==> config.mk <==
export PLATFORM = sky130hd
export DESIGN_NAME = gf2m_serial_mul
export DESIGN_NICKNAME = d
export VERILOG_FILES = /design/src/rtl/gf2m_mul_pkg.sv /design/src/rtl/gf2m_bit_ctrl.sv /design/src/rtl/gf2m_reduce_step.sv /design/src/rtl/gf2m_mul_dp.sv /design/src/rtl/gf2m_serial_mul.sv
export SDC_FILE = /design/constraint.sdc
export NUM_CORES = 2
export LEC_CHECK = 0
export BUFFER_PORTS_ARGS = -buffer_cell sky130_fd_sc_hd__buf_2
export CORE_UTILIZATION = 30
export DETAILED_ROUTE_END_ITERATION = 7
export SYNTH_ARGS = -nofsm -noshare
export SYNTH_HDL_FRONTEND = slang
export SYNTH_HIERARCHICAL = 1
export SYNTH_SLANG_ARGS = --single-unit
==> constraint.sdc <==
create_clock -name clk_i -period 4.4 [get_ports clk_i]
set_input_delay 0.44 -clock clk_i [delete_from_list [all_inputs] [get_ports clk_i]]
set_output_delay 0.44 -clock clk_i [all_outputs]
set_load 0.01 [all_outputs]
==> src/rtl/gf2m_mul_pkg.sv <==
package gf2m_mul_pkg;
  localparam int unsigned MAX_M = 256;

  typedef enum logic {
    ST_IDLE = 1'b0,
    ST_RUN  = 1'b1
  } run_state_e;
endpackage

==> src/rtl/gf2m_bit_ctrl.sv <==
module gf2m_bit_ctrl
  import gf2m_mul_pkg::*;
#(
  parameter int unsigned M = 233
) (
  input  logic clk_i,
  input  logic rst_ni,
  input  logic start_i,
  output logic load_o,
  output logic step_o,
  output logic fin_o,
  output logic busy_o,
  output logic done_o
);
  localparam int unsigned CNT_W = $clog2(M + 1);
  localparam logic [CNT_W-1:0] LAST = CNT_W'(M);

  run_state_e       state_q;
  logic [CNT_W-1:0] cnt_q;
  logic             done_q;

  assign busy_o = (state_q == ST_RUN);
  assign load_o = start_i && !busy_o;
  assign step_o = busy_o && (cnt_q != LAST);
  assign fin_o  = busy_o && (cnt_q == LAST);
  assign done_o = done_q;

  always_ff @(posedge clk_i or negedge rst_ni) begin
    if (!rst_ni) begin
      state_q <= ST_IDLE;
      cnt_q   <= '0;
      done_q  <= 1'b0;
    end else begin
      done_q <= fin_o;
      if (load_o) begin
        state_q <= ST_RUN;
        cnt_q   <= '0;
      end else if (step_o) begin
        cnt_q <= cnt_q + 1'b1;
      end else if (fin_o) begin
        state_q <= ST_IDLE;
      end
    end
  end

  assert_done_pulse_R5: assert property (@(posedge clk_i) disable iff (!rst_ni)
    done_o |=> !done_o);
  assert_accept_R3: assert property (@(posedge clk_i) disable iff (!rst_ni)
    (start_i && !busy_o) |=> (busy_o && cnt_q == '0));
  assert_ignore_busy_R4: assert property (@(posedge clk_i) disable iff (!rst_ni)
    (busy_o && cnt_q != LAST) |=> (busy_o && cnt_q == $past(cnt_q) + 1'b1));
  assert_finish_R2: assert property (@(posedge clk_i) disable iff (!rst_ni)
    (busy_o && cnt_q == LAST) |=> (!busy_o && done_o));
endmodule

==> src/rtl/gf2m_reduce_step.sv <==
module gf2m_reduce_step #(
  parameter int unsigned     M        = 233,
  parameter logic [M-1:0]    POLY_LOW = M'(1)
) (
  input  logic [M-1:0] acc_i,
  input  logic [M-1:0] a_i,
  input  logic         bit_i,
  output logic [M-1:0] acc_o
);
  logic [M-1:0] shifted;
  logic         ovf;

  // x^M coefficient leaving the top; folded back through P's low terms
  assign ovf     = acc_i[M-1];
  assign shifted = {acc_i[M-2:0], 1'b0};
  assign acc_o   = shifted ^ (a_i & {M{bit_i}}) ^ (POLY_LOW & {M{ovf}});
endmodule

==> src/rtl/gf2m_mul_dp.sv <==
module gf2m_mul_dp #(
  parameter int unsigned  M        = 233,
  parameter logic [M-1:0] POLY_LOW = M'(1)
) (
  input  logic         clk_i,
  input  logic         rst_ni,
  input  logic         load_i,
  input  logic         step_i,
  input  logic         fin_i,
  input  logic [M-1:0] a_i,
  input  logic [M-1:0] b_i,
  output logic [M-1:0] result_o
);
  logic [M-1:0] a_q, b_q, acc_q, res_q, acc_nxt;

  gf2m_reduce_step #(.M(M), .POLY_LOW(POLY_LOW)) u_step (
    .acc_i (acc_q),
    .a_i   (a_q),
    .bit_i (b_q[M-1]),
    .acc_o (acc_nxt)
  );

  always_ff @(posedge clk_i or negedge rst_ni) begin
    if (!rst_ni) begin
      a_q   <= '0;
      b_q   <= '0;
      acc_q <= '0;
      res_q <= '0;
    end else begin
      if (load_i) begin
        a_q   <= a_i;
        b_q   <= b_i;
        acc_q <= '0;
      end else if (step_i) begin
        b_q   <= {b_q[M-2:0], 1'b0};
        acc_q <= acc_nxt;
      end
      if (fin_i) res_q <= acc_q;
    end
  end

  assign result_o = res_q;

  assert_hold_R6: assert property (@(posedge clk_i) disable iff (!rst_ni)
    !fin_i |=> $stable(result_o));
  assert_operands_held_R4: assert property (@(posedge clk_i) disable iff (!rst_ni)
    (!load_i && !step_i) |=> ($stable(a_q) && $stable(acc_q)));
endmodule

==> src/rtl/gf2m_serial_mul.sv <==
module gf2m_serial_mul
  import gf2m_mul_pkg::*;
#(
  parameter int unsigned  M        = 233,
  parameter logic [M-1:0] POLY_LOW = M'(1) | (M'(1) << 74)
) (
  input  logic         clk_i,
  input  logic         rst_ni,
  input  logic         start_i,
  input  logic [M-1:0] a_i,
  input  logic [M-1:0] b_i,
  output logic         ready_o,
  output logic [M-1:0] result_o,
  output logic         done_o
);
  logic load, step, fin, busy;

  gf2m_bit_ctrl #(.M(M)) u_ctrl (
    .clk_i   (clk_i),
    .rst_ni  (rst_ni),
    .start_i (start_i),
    .load_o  (load),
    .step_o  (step),
    .fin_o   (fin),
    .busy_o  (busy),
    .done_o  (done_o)
  );

  gf2m_mul_dp #(.M(M), .POLY_LOW(POLY_LOW)) u_dp (
    .clk_i    (clk_i),
    .rst_ni   (rst_ni),
    .load_i   (load),
    .step_i   (step),
    .fin_i    (fin),
    .a_i      (a_i),
    .b_i      (b_i),
    .result_o (result_o)
  );

  assign ready_o = !busy;

  assert_ready_done_R3: assert property (@(posedge clk_i) disable iff (!rst_ni)
    done_o |-> ready_o);
  assert_max_m_R1: assert property (@(posedge clk_i) disable iff (!rst_ni)
    start_i |-> (M <= MAX_M));
endmodule

==> results summary <==
The area added between synthesis and finish came out at 30.2%. In this design, the stage delay of the slowest critical-path cell is 0.57 ns. Routability-driven placement finished with a final weighted congestion of 0.785. After detailed routing, the average wire length per cell comes to 18.0 µm. The I/O pin total came out at 704. For this run, the leading register cell type out of synthesis is sky130_fd_sc_hd__dfrtp_1. The clock latency on the worst-skew pair is 0.71 ns. The post-synthesis instance area is 0.0429 mm². The data arrival time of the critical path came out at 3.37 ns. The ratio of final minimum period to clock period is 63.3%. After synthesis the netlist holds a flip-flop and latch count of 942.

The standby leakage power came out at 28.7 nW. For this run, the number of Yosys warnings is 6. IR analysis of the VDD net gives a maximum drop of 0.000417 V. From left edge to right edge, the die measures 380 µm. The global-route congestion overflow total is 0. For this design, the slowest cell found on the critical path is sky130_fd_sc_hd__buf_4. The first-pass GRT wire length came out at 180000 µm. The floorplan step defined a core boundary enclosing 0.142 mm². Setup repair after global routing left no endpoint under its margin. The total nets after synthesis came out at 3764. The number of nets with antenna violations after routing came out at 0. The pin count of the biggest net entering global routing is 162. The effective utilization at floorplan is 30.3%. The clock transition time at the flip-flop clock pins of the worst setup and hold paths is 0.06 ns. The highest attainable clock frequency is 359 MHz. The post-CTS setup repair buffer count came out at 0. The time the final worst path needs with I/O delays and setup came out at 2.78 ns. The filler cell count in the final layout is 13433. The global-route usage over all layers came out at 15.7%. Hold timing on the final database bottoms out at a slack of 0.265 ns. The routed via count came out at 28582.

The violation count after the first detailed-route iteration came out at 1506. The max-slew violation total from the final report is 0. The number of standard cells in the final layout excluding fillers came out at 6410. The total power after layout came out at 33.9 mW. The required time at the worst-slack endpoint is 4.98 ns. The share of flip-flops with an asynchronous set or reset is 100%. The number of antenna violations at the first check in global routing came out at 6.

The CTS buffer count is 104. The tool flagged a number of max-cap violations equal to 0. The number of nets at the end of the flow is 4904.

The fraction of final layout cells sized beyond drive strength 1 is 30.2%. The hold violation count in the final report came out at 0. At the pin with the least slew margin, the transition time is 1.02 ns. The worst-case clock skew is 0.0326 ns. The number of iterations in the first detailed-routing pass is 7. The post-cts gate resize count came out at 0. The run finished with clean final reports. After synthesis, the netlist uses 34 different library cells. Counting flops with a built-in enable in the synthesized netlist gives 0. The class of the most critical hold timing path is input port to flip-flop. The floorplan step defined a die boundary enclosing 0.145 mm². In this run the power density over the cells is 605 mW/mm². The H-tree was split into 3 levels. The floorplan has 138 rows. Walking the worst path, the cells encountered are inv_1 > ha_1 > or3b_4 > nor3_2 > buf_12 > buf_4 > mux2_2. The accumulated negative setup slack came out at 0 ns.

TritonCTS built the clock tree. STA classifies the critical path endpoint as a flip-flop. The number of instances in the placed design is 5750. Sequential elements use 54.9% of the synthesized area. The worst pin sits at a relative slew slack of 32.3%. The number of failing setup endpoints in the final timing report is 0.

In this run the mean area of a mapped cell was 13.0 µm². The number of instances in the synthesized netlist came out at 3293. The post-detailed-route via-to-cell ratio is 4.46. After detailed routing, the total wire length is 115000 µm. For this run, design rule violations remaining after detail routing come to 0.

The number of global-route vias before repair came out at 30392. The end-of-flow core utilization is 39.4%. The number of I/O port buffers came out at 703. The maximum count of clock buffers along a single path is 3. The number of sinks handled by clock tree synthesis came out at 942. The die span in y is 380 µm. The HPWL after detailed placement is 74600 µm.

The critical path is of the flip-flop to flip-flop type. In this run the worst path has a maximum fanout of 38. The worst setup path is launched from a flip-flop.

The tree is rooted in a sky130_fd_sc_hd__clkbuf_16.
cell usage in the layout, fill, tap and decap left out, types with 5 or more instances in the layout:
cell type                       netlist  routed
sky130_fd_sc_hd__dfrtp_1            942     941
sky130_fd_sc_hd__buf_2               74     702
sky130_fd_sc_hd__nand2_1            474     474
sky130_fd_sc_hd__dlygate4sd3_1        0     467
sky130_fd_sc_hd__mux2i_1            465     465
sky130_fd_sc_hd__mux2_4             359     359
sky130_fd_sc_hd__nor2_1             237     236
sky130_fd_sc_hd__o21ai_1            233     233
sky130_fd_sc_hd__xnor2_1            233     233
sky130_fd_sc_hd__clkbuf_16            0     104
sky130_fd_sc_hd__mux2_2              60      60
sky130_fd_sc_hd__buf_4                4      50
sky130_fd_sc_hd__mux2_1              47      47
sky130_fd_sc_hd__clkbuf_8             0      33
sky130_fd_sc_hd__clkbuf_1             9      22
sky130_fd_sc_hd__buf_12              22      22
sky130_fd_sc_hd__clkinv_2             0       8
sky130_fd_sc_hd__bufinv_16            0       6
sky130_fd_sc_hd__diode_2              0       5
sky130_fd_sc_hd__inv_6                0       5
sky130_fd_sc_hd__o21ai_0              5       5
power by group:
part | switching [mW] | internal [mW]
sequential | 2.96 | 12.3
combinational | 4.15 | 5.48
clock | 3.69 | 5.28
total | 10.8 | 23.0
per-stage QoR:
step                worst slack (ns)  area (µm²)
CTS                             1.59       55900
floorplan                       2.22       42900
global placement                1.63       47700
global route                    1.49       55900
finish                          1.62       55900
detailed placement              1.61       47700
critical path: cells and delay by family (launching register included):
kind / cells / cell delay (ns)
DFF: 1 / 0.43
and+or+nand+nor: 2 / 0.64
muxes: 1 / 0.41
buffers and inverters: 3 / 0.97
adders and majority gates: 1 / 0.14
registers in the layout, indices dropped and copies added (netlist names):
| register | flops |
|---|---|
| u_ctrl/busy_o | 1 |
| u_ctrl/cnt_q | 8 |
| u_ctrl/done_o | 1 |
| u_dp/a_q | 233 |
| u_dp/acc_q | 233 |
| u_dp/b_q | 233 |
| u_dp/result_o | 233 |
cell families after synthesis:
group           share of synthesized area [%]
flops                                    54.9
buf+inv                                  4.69
simple gates                             6.44
mux                                      26.2
xor+xnor                                 4.81
fa+ha+maj                              0.0583
compound gates                           2.89
synth_stat cells (2+ instances only):
cell                       count  area, µm²
sky130_fd_sc_hd__o31ai_1       2       15.0
sky130_fd_sc_hd__mux2_2       60        676
sky130_fd_sc_hd__mux2i_1     465       4650
sky130_fd_sc_hd__nor2_1      237        890
sky130_fd_sc_hd__buf_1         3       11.3
sky130_fd_sc_hd__nand4_1       2       12.5
sky130_fd_sc_hd__a21oi_1       2       10.0
sky130_fd_sc_hd__or3_1         2       12.5
sky130_fd_sc_hd__dfrtp_1     942      23600
sky130_fd_sc_hd__nand3_1       3       15.0
sky130_fd_sc_hd__buf_4         4       30.0
sky130_fd_sc_hd__nor2b_1       2       12.5
sky130_fd_sc_hd__buf_2        74        370
sky130_fd_sc_hd__mux2_1       47        529
sky130_fd_sc_hd__or4_1         3       22.5
sky130_fd_sc_hd__buf_6        82        923
sky130_fd_sc_hd__inv_1         3       11.3
sky130_fd_sc_hd__xnor2_1     233       2040
sky130_fd_sc_hd__o21ai_0       5       25.0
sky130_fd_sc_hd__mux2_4      359       5390
sky130_fd_sc_hd__clkbuf_1      9       33.8
sky130_fd_sc_hd__xor2_1        3       26.3
sky130_fd_sc_hd__clkbuf_4      2       15.0
sky130_fd_sc_hd__ha_1          2       25.0
sky130_fd_sc_hd__buf_12       22        440
sky130_fd_sc_hd__nand2_1     474       1780
sky130_fd_sc_hd__o21ai_1     233       1170
sky130_fd_sc_hd__buf_8        12        180
timing repair:
item / in CTS / in global routing
endpoints found under the hold margin: 546 / 0
hold buffers: 467 / 0
endpoints found under the setup margin: 0 / 0
per-layer routing:
metal	global-route usage [%]	wire length [µm]	vias up
met5	0	12	-
met4	5.41	3620	2
met3	3.02	5260	201
met2	25.2	54300	740
met1	21.1	52100	14241
li1	-	-	13398
final timing paths:
| kind | from | depth (start not counted) | slack, ns | to |
|---|---|---|---|---|
| hold / removal | b_i[0] | 3 | 0.26 | u_dp/b_q[0] |
| hold reg to reg | u_dp/a_q[197] | 1 | 0.48 | u_dp/a_q[197] |
| min in group asynchronous | rst_ni | 2 | 0.44 | u_dp/acc_q[172] |
| max in group asynchronous | rst_ni | 3 | 2.64 | u_dp/a_q[26] |
| setup / recovery | u_ctrl/cnt_q[1] | 7 | 1.62 | u_dp/result_o[17] |
| setup reg to reg | u_ctrl/cnt_q[1] | 7 | 1.62 | u_dp/result_o[17] |
final cells by class:
type	instances	area (µm²)	share of cell area, %
antenna	5	12.5	0.0224
clock buffer	159	3140	5.61
clock inverter	29	423	0.756
inverter	3	11.3	0.0201
multi-input combinational	2140	17400	31.1
sequential	942	23600	42.2
tap	1890	2360	4.23
timing repair buffer	1242	9020	16.1
No activity file was read; power rests on OpenSTA's default activity.
